===== src/rtl/nvm_eng_pkg.sv =====
package nvm_eng_pkg;

  typedef enum logic [1:0] {
    OP_NONE  = 2'b00,
    OP_PROG  = 2'b01,
    OP_ERASE = 2'b10,
    OP_LOCK  = 2'b11
  } op_e;

  localparam logic [7:0] ERASED_BYTE = 8'hFF;

  // Programming can only clear bits.
  function automatic logic [7:0] merge_prog(input logic [7:0] old_b, input logic [7:0] new_b);
    return old_b & new_b;
  endfunction

  // Status word shown on reads while busy.
  function automatic logic [7:0] poll_word(input logic [7:0] loaded, input logic tog);
    return {~loaded[7], tog, 6'b000000};
  endfunction

endpackage


===== src/rtl/nvm_op_timer.sv =====
module nvm_op_timer #(
  parameter int PROG_CYCLES  = 8,
  parameter int ERASE_CYCLES = 40
) (
  input  logic clk,
  input  logic rst_n,
  input  logic start,
  input  logic long_op,
  output logic busy,
  output logic done
);
  localparam int MAX_CYC = (PROG_CYCLES > ERASE_CYCLES) ? PROG_CYCLES : ERASE_CYCLES;
  localparam int CNT_W   = $clog2(MAX_CYC + 1);

  logic             busy_q;
  logic [CNT_W-1:0] cnt_q;

  always_ff @(posedge clk) begin
    if (!rst_n) begin
      busy_q <= 1'b0;
      cnt_q  <= '0;
    end else if (start) begin
      busy_q <= 1'b1;
      cnt_q  <= long_op ? CNT_W'(ERASE_CYCLES - 1) : CNT_W'(PROG_CYCLES - 1);
    end else if (busy_q) begin
      if (cnt_q == '0) busy_q <= 1'b0;
      else             cnt_q  <= cnt_q - 1'b1;
    end
  end

  assign busy = busy_q;
  assign done = rst_n && busy_q && (cnt_q == '0);
endmodule


===== src/rtl/nvm_array.sv =====
module nvm_array
  import nvm_eng_pkg::*;
#(
  parameter int ADDR_W     = 6,
  parameter int BOOT_BYTES = 16
) (
  input  logic              clk,
  input  logic              commit,
  input  op_e               op,
  input  logic [ADDR_W-1:0] wr_addr,
  input  logic [7:0]        wr_data,
  input  logic              keep_boot,
  input  logic [ADDR_W-1:0] rd_addr,
  output logic [7:0]        rd_byte,
  output logic              locked
);
  localparam int DEPTH = 1 << ADDR_W;

  // Nonvolatile contents: not touched by reset, erased at power-up.
  logic [7:0] mem [DEPTH] = '{default: ERASED_BYTE};
  logic       lock_q      = 1'b0;

  always_ff @(posedge clk) begin
    if (commit) begin
      case (op)
        OP_PROG:  mem[wr_addr] <= merge_prog(mem[wr_addr], wr_data);
        OP_ERASE: begin
          for (int i = 0; i < DEPTH; i++) begin
            if (!(keep_boot && (i < BOOT_BYTES))) mem[i] <= ERASED_BYTE;
          end
        end
        OP_LOCK:  lock_q <= 1'b1;
        default:  ;
      endcase
    end
  end

  assign rd_byte = mem[rd_addr];
  assign locked  = lock_q;
endmodule


===== src/rtl/nvm_status.sv =====
module nvm_status
  import nvm_eng_pkg::*;
(
  input  logic       clk,
  input  logic       rst_n,
  input  logic       rd_en,
  input  logic       busy,
  input  logic       start,
  input  logic [7:0] ld_byte,
  input  logic [7:0] arr_byte,
  output logic [7:0] rd_data,
  output logic       rd_oe
);
  logic       tog_q;
  logic [7:0] data_q;
  logic       oe_q;

  always_ff @(posedge clk) begin
    if (!rst_n) begin
      tog_q  <= 1'b0;
      data_q <= '0;
      oe_q   <= 1'b0;
    end else begin
      oe_q <= rd_en;
      if (start)              tog_q <= 1'b0;
      else if (rd_en && busy) tog_q <= ~tog_q;
      if (rd_en) data_q <= busy ? poll_word(ld_byte, tog_q) : arr_byte;
    end
  end

  assign rd_data = data_q;
  assign rd_oe   = oe_q;
endmodule


===== src/rtl/nvm_write_engine.sv =====
module nvm_write_engine
  import nvm_eng_pkg::*;
#(
  parameter int ADDR_W       = 6,
  parameter int BOOT_BYTES   = 16,
  parameter int PROG_CYCLES  = 8,
  parameter int ERASE_CYCLES = 40
) (
  input  logic              clk,
  input  logic              rst_n,
  input  logic              req_valid,
  input  logic [1:0]        req_op,
  input  logic [ADDR_W-1:0] req_addr,
  input  logic [7:0]        req_data,
  input  logic              hv_override,
  input  logic              rd_en,
  input  logic [ADDR_W-1:0] rd_addr,
  output logic [7:0]        rd_data,
  output logic              rd_oe,
  output logic              ready_line,
  output logic              boot_locked
);
  // Named internal events used by the checker.
  logic              busy;
  logic              done_evt;
  logic              cand_evt;
  logic              blocked_evt;
  logic              accept_evt;
  logic              in_boot;
  logic [7:0]        arr_byte;

  op_e               op_q;
  logic [ADDR_W-1:0] addr_q;
  logic [7:0]        ld_byte;
  logic              keep_q;

  assign in_boot     = int'(req_addr) < BOOT_BYTES;
  assign cand_evt    = rst_n && req_valid && !busy;
  assign blocked_evt = cand_evt && (op_e'(req_op) == OP_PROG) && in_boot
                       && boot_locked && !hv_override;
  assign accept_evt  = cand_evt && (op_e'(req_op) != OP_NONE) && !blocked_evt;

  always_ff @(posedge clk) begin
    if (!rst_n) begin
      op_q    <= OP_NONE;
      addr_q  <= '0;
      ld_byte <= ERASED_BYTE;
      keep_q  <= 1'b0;
    end else if (accept_evt) begin
      op_q    <= op_e'(req_op);
      addr_q  <= req_addr;
      ld_byte <= (op_e'(req_op) == OP_PROG) ? req_data : ERASED_BYTE;
      keep_q  <= boot_locked && !hv_override;
    end
  end

  nvm_op_timer #(
    .PROG_CYCLES (PROG_CYCLES),
    .ERASE_CYCLES(ERASE_CYCLES)
  ) i_timer (
    .clk    (clk),
    .rst_n  (rst_n),
    .start  (accept_evt),
    .long_op(op_e'(req_op) == OP_ERASE),
    .busy   (busy),
    .done   (done_evt)
  );

  nvm_array #(
    .ADDR_W    (ADDR_W),
    .BOOT_BYTES(BOOT_BYTES)
  ) i_array (
    .clk      (clk),
    .commit   (done_evt),
    .op       (op_q),
    .wr_addr  (addr_q),
    .wr_data  (ld_byte),
    .keep_boot(keep_q),
    .rd_addr  (rd_addr),
    .rd_byte  (arr_byte),
    .locked   (boot_locked)
  );

  nvm_status i_status (
    .clk     (clk),
    .rst_n   (rst_n),
    .rd_en   (rd_en),
    .busy    (busy),
    .start   (accept_evt),
    .ld_byte (ld_byte),
    .arr_byte(arr_byte),
    .rd_data (rd_data),
    .rd_oe   (rd_oe)
  );

  assign ready_line = !busy;
endmodule


===== config.mk =====
export PLATFORM = sky130hd
export DESIGN_NAME = nvm_write_engine
export DESIGN_NICKNAME = d
export VERILOG_FILES = /design/src/rtl/nvm_eng_pkg.sv /design/src/rtl/nvm_op_timer.sv /design/src/rtl/nvm_array.sv /design/src/rtl/nvm_status.sv /design/src/rtl/nvm_write_engine.sv
export SDC_FILE = /design/constraint.sdc
export NUM_CORES = 1
export LEC_CHECK = 0
export BUFFER_PORTS_ARGS = -buffer_cell sky130_fd_sc_hd__buf_4
export CORE_MARGIN = 2
export CORE_UTILIZATION = 57
export CTS_BUF_LIST = sky130_fd_sc_hd__clkbuf_2 sky130_fd_sc_hd__clkbuf_4 sky130_fd_sc_hd__clkbuf_8
export DETAILED_ROUTE_END_ITERATION = 8
export GPL_ROUTABILITY_DRIVEN = 0
export PLACE_DENSITY_LB_ADDON = 0.08
export REMOVE_ABC_BUFFERS = 1
export SLEW_MARGIN = 40
export SYNTH_ARGS = -nofsm -noshare
export SYNTH_HDL_FRONTEND = slang
export SYNTH_HIERARCHICAL = 1
export SYNTH_SLANG_ARGS = --single-unit

===== constraint.sdc =====
create_clock -name clk -period 3.82 [get_ports clk]
set_input_delay 0.382 -clock clk [delete_from_list [all_inputs] [get_ports clk]]
set_output_delay 0.382 -clock clk [all_outputs]
set_load 0.01 [all_outputs]

==> key figures <==
Power
  – Psw: 0.00709 W
  – Logic pwr share: 30.0%
  – Reg power frac: 43.0%
  – Switching share of power: 34.5%
  – Int Pwr: 0.0135 W
  – LEAKAGE: 11.6 nW
  – Clock power share: 27.0%
  – PwrDens: 666 mW/mm2
  – Total power draw: roughly 0.02 W
  – Max rail drop VDD: 300 uV

Clock tree
  – H-Tree Depth: 3
  – Clock root buffer: clkbuf_8
  – Clk_lat worst skew: 0.72 ns
  – Clk sink count: 546
  – CTS Buf Count: 93
  – Clk buf depth: 3
  – CTS tree: built
  – Post-cts resize count: 0
  – Clk pin slew, worst setup/hold paths: 0.06 ns
  – Post-CTS Hold Buffers: 18
  – Total setup buffers inserted after CTS: 0

STA
  – Minimum hold slack: between 0.05 and 0.06 ns
  – Fin crit period: 3.70 ns
  – Final setup skew: 0.0428 ns
  – Final Setup Violations: 0
  – Final period utilization: 96.9%
  – Actual slew at the worst max-slew pin: 0.927 ns
  – Max Freq: roughly 0.27 GHz
  – Unrepaired setup endpoints after global routing: no
  – Final WS setup: 0.120 ns
  – Fin. Hold Viols: 0
  – Slew Viols, Final: 0
  – Slew headroom: 38.0%

Worst setup path
  – R2R Path Start: addr_q[2]
  – Worst path top cell family by delay: compound AO/OA/AOI/OAI gates
  – Slowest-stage cell, CP: dfxtp_4
  – Worst Setup Start Kind: flip-flop
  – Critical Path End Type: flip-flop
  – Worst Path Required: 4.35 ns
  – CP peak stage delay: between 0.6 and 0.7 ns
  – Crit path max fanout: 56
  – CP arrival: 4.23 ns
  – Worst path buffer plus inverter count: 2
  – Reg2Reg Setup Slack: around 0.12 ns
  – Critical path type: reg2reg
  – Worst-path cell chain: buf_4, mux2_2, a221o_1, a22oi_1, o22ai_1, o41ai_4, buf_12, o21ai_0
  – R2r endpoint: i_array/mem[20][1]
  – R2r worst-path depth: 8

Synthesis
  – Unique masters post-synth: 67
  – Top cells by count, synth: dfxtp_1, nand2_1, o211ai_1, clkbuf_1, mux4_2
  – Cell taking the most area after synthesis: dfxtp_1
  – Synth Instances: 2688
  – FFs w/ async S/R, synth: 0%
  – FF+latch count, synth: 546
  – Count leader, synth: dfxtp_1
  – Synth warn: 6
  – Syn_area_per_cell: 10.3 um2
  – EDFF count, synth: 0
  – Area share of the largest cell type after synthesis: 39.3%
  – Post-synthesis sequential area ratio: 39.3%
  – Most common flop cell mapped by yosys: dfxtp_1
  – Synthesized area: 0.0278 mm2
  – Ranking of synthesized cells by area: dfxtp_1, mux4_2, o211ai_1

Routing
  – DRT Wirelength: 98600 um
  – DR vias: 24300
  – Final ANT Viol Nets: 0
  – Pre-antenna DRT Iters: 5
  – Post-route DRC violation count: 0
  – DR WL/cell: 29.5 um
  – Via/cell ratio: between 7 and 8
  – DR iter-0 viols: 3176

Finish
  – Number of fillers in the final layout: about 3800
  – Antenna Cells: 0
  – Final instance area: between 0.03 and 0.04 mm2
  – Fraction of layout cells with a size suffix above 1: between 20% and 30%
  – Final #Nets: 2687
  – P&R area growth vs syn: 11.0%
  – Final std cells w/o fill: 3342

GRT
  – Met3 GRT Util: about a tenth
  – Vias in the first global route: ~23000
  – Met2 GRT Util: 57.4%
  – Initial antenna violation count: 1
  – Largest net degree at the start of global routing: 70
  – Total track usage: a little under 40%
  – Global Route met1 Usage: a little over half
  – Global route hottest layer: met2
  – Overflow after GRT: 0
  – First-pass GRT wire length: 148000 um

Min path
  – Worst Hold Class: in2reg
  – Hold path startpoint: req_op[1]
  – Worst hold path endpoint: op_q[1]
  – Hold Path Cell Cnt: 3

Die
  – Io pins: 38
  – Die H: 225 um
  – Die width: 225 um
  – Initial Util: between 50% and 60%
  – Floorplan core area: 0.0479 mm2
  – Num rows: 80
  – Die area: 0.0506 mm2

Placement
  – Post-DP HPWL: ~62000 um
  – Dpl cell area: 0.0287 mm2
  – Port bufs: 36
  – DP Cell Count: about 3200
  – Setup WS pre-CTS: 0.261 ns

Run status
  – Status: finished clean

Run
  – Max-Cap Viols: 0
[tightest hold or removal path, stage by stage]
cell    delay, ns
buf_4        0.12
and2_1       0.15
a31o_2       0.10
[power by group through the flow]
| stage | clock [W] | sequential [W] | combinational (W) |
|---|---|---|---|
| floorplan | 0 | 0.00849 | 0.00412 |
| global route | 0.00585 | 0.00901 | 0.00654 |
| CTS | 0.00558 | 0.00877 | 0.00602 |
| global placement | 0 | 0.00878 | 0.00581 |
| finish | 0.00555 | 0.00883 | 0.00616 |
| detailed placement | 0 | 0.00887 | 0.00599 |
[area by class of cell]
cell class,count,area [um2],share of cell area (%)
inverters,14,52.6,0.170
clock buffers,152,1880,6.09
clock inverters,12,75.1,0.243
well taps,615,769,2.49
flip-flops and latches,546,10900,35.5
multi-input cells,1822,15300,49.7
repair buffers,181,1810,5.85
[routing by layer]
metal  wire length [um]  part of all wire, %
met1              37900                   38
met2              42700                   43
met3              12300                   12
met4               5700                  5.8
met5                 13                0.013
[registers in the layout, summed over array words and instances (netlist names)]
register,cells
ld_byte,8
i_status/tog_q,1
i_timer/busy,1
i_status/rd_data,8
addr_q,6
i_timer/cnt_q,6
keep_q,1
i_array/mem,512
op_q,2
i_status/rd_oe,1
[stage by stage]
step,setup TNS (ns),utilization [%]
detailed placement,0,59.9
finish,0,64.4
global route,0,64.4
global placement,0,59.9
floorplan,-2819.44,-
CTS,0,64.4
[kinds of logic (layout without fill, tap and decap cells)]
logic type	count (synthesis)	after routing	share of synthesized area (%)
AOI/OAI and AO/OA	914	914	28.0
adders and majority gates	2	2	0.0900
buffers and inverters	320	359	5.73
DFF	546	546	39.3
muxes	251	251	17.0
other	1	1	0.0135
and+or+nand+nor	654	654	9.87
[worst max path at each step]
stage / start / end / slack, ns / depth (start not counted)
finish: addr_q[2] / i_array/mem[20][1] / 0.12 / 8
global route: addr_q[1] / i_array/mem[12][4] / 0.08 / 8
CTS: addr_q[1] / i_array/mem[23][4] / 0.24 / 8
detailed placement: addr_q[2] / i_array/mem[13][1] / 0.26 / 8
global placement: addr_q[2] / i_array/mem[27][1] / 0.27 / 8
floorplan: i_timer/cnt_q[3] / i_array/mem[0][6] / -8.19 / 6
[cell usage in the layout (no fill, tap or decap), types with 5 or more instances in the layout]
cell,n
nand3b_1,19
a21boi_1,5
mux2i_1,45
dlygate4sd3_1,18
a22o_1,37
o211ai_2,150
a221oi_1,145
nand2_1,541
nand2b_1,13
buf_12,31
o22ai_1,43
a21oi_1,68
nand3_1,7
buf_4,129
dfxtp_1,543
a32o_1,22
o41ai_4,8
clkinv_2,7
nor2b_1,11
mux2_2,31
o22a_1,5
inv_1,12
clkbuf_4,34
o21ai_1,35
or3b_2,5
o21ai_0,27
nor2_1,19
o211ai_1,313
o2bb2ai_1,25
a22oi_1,6
clkbuf_8,119
mux4_2,174
(Power assumes the default switching activity.)
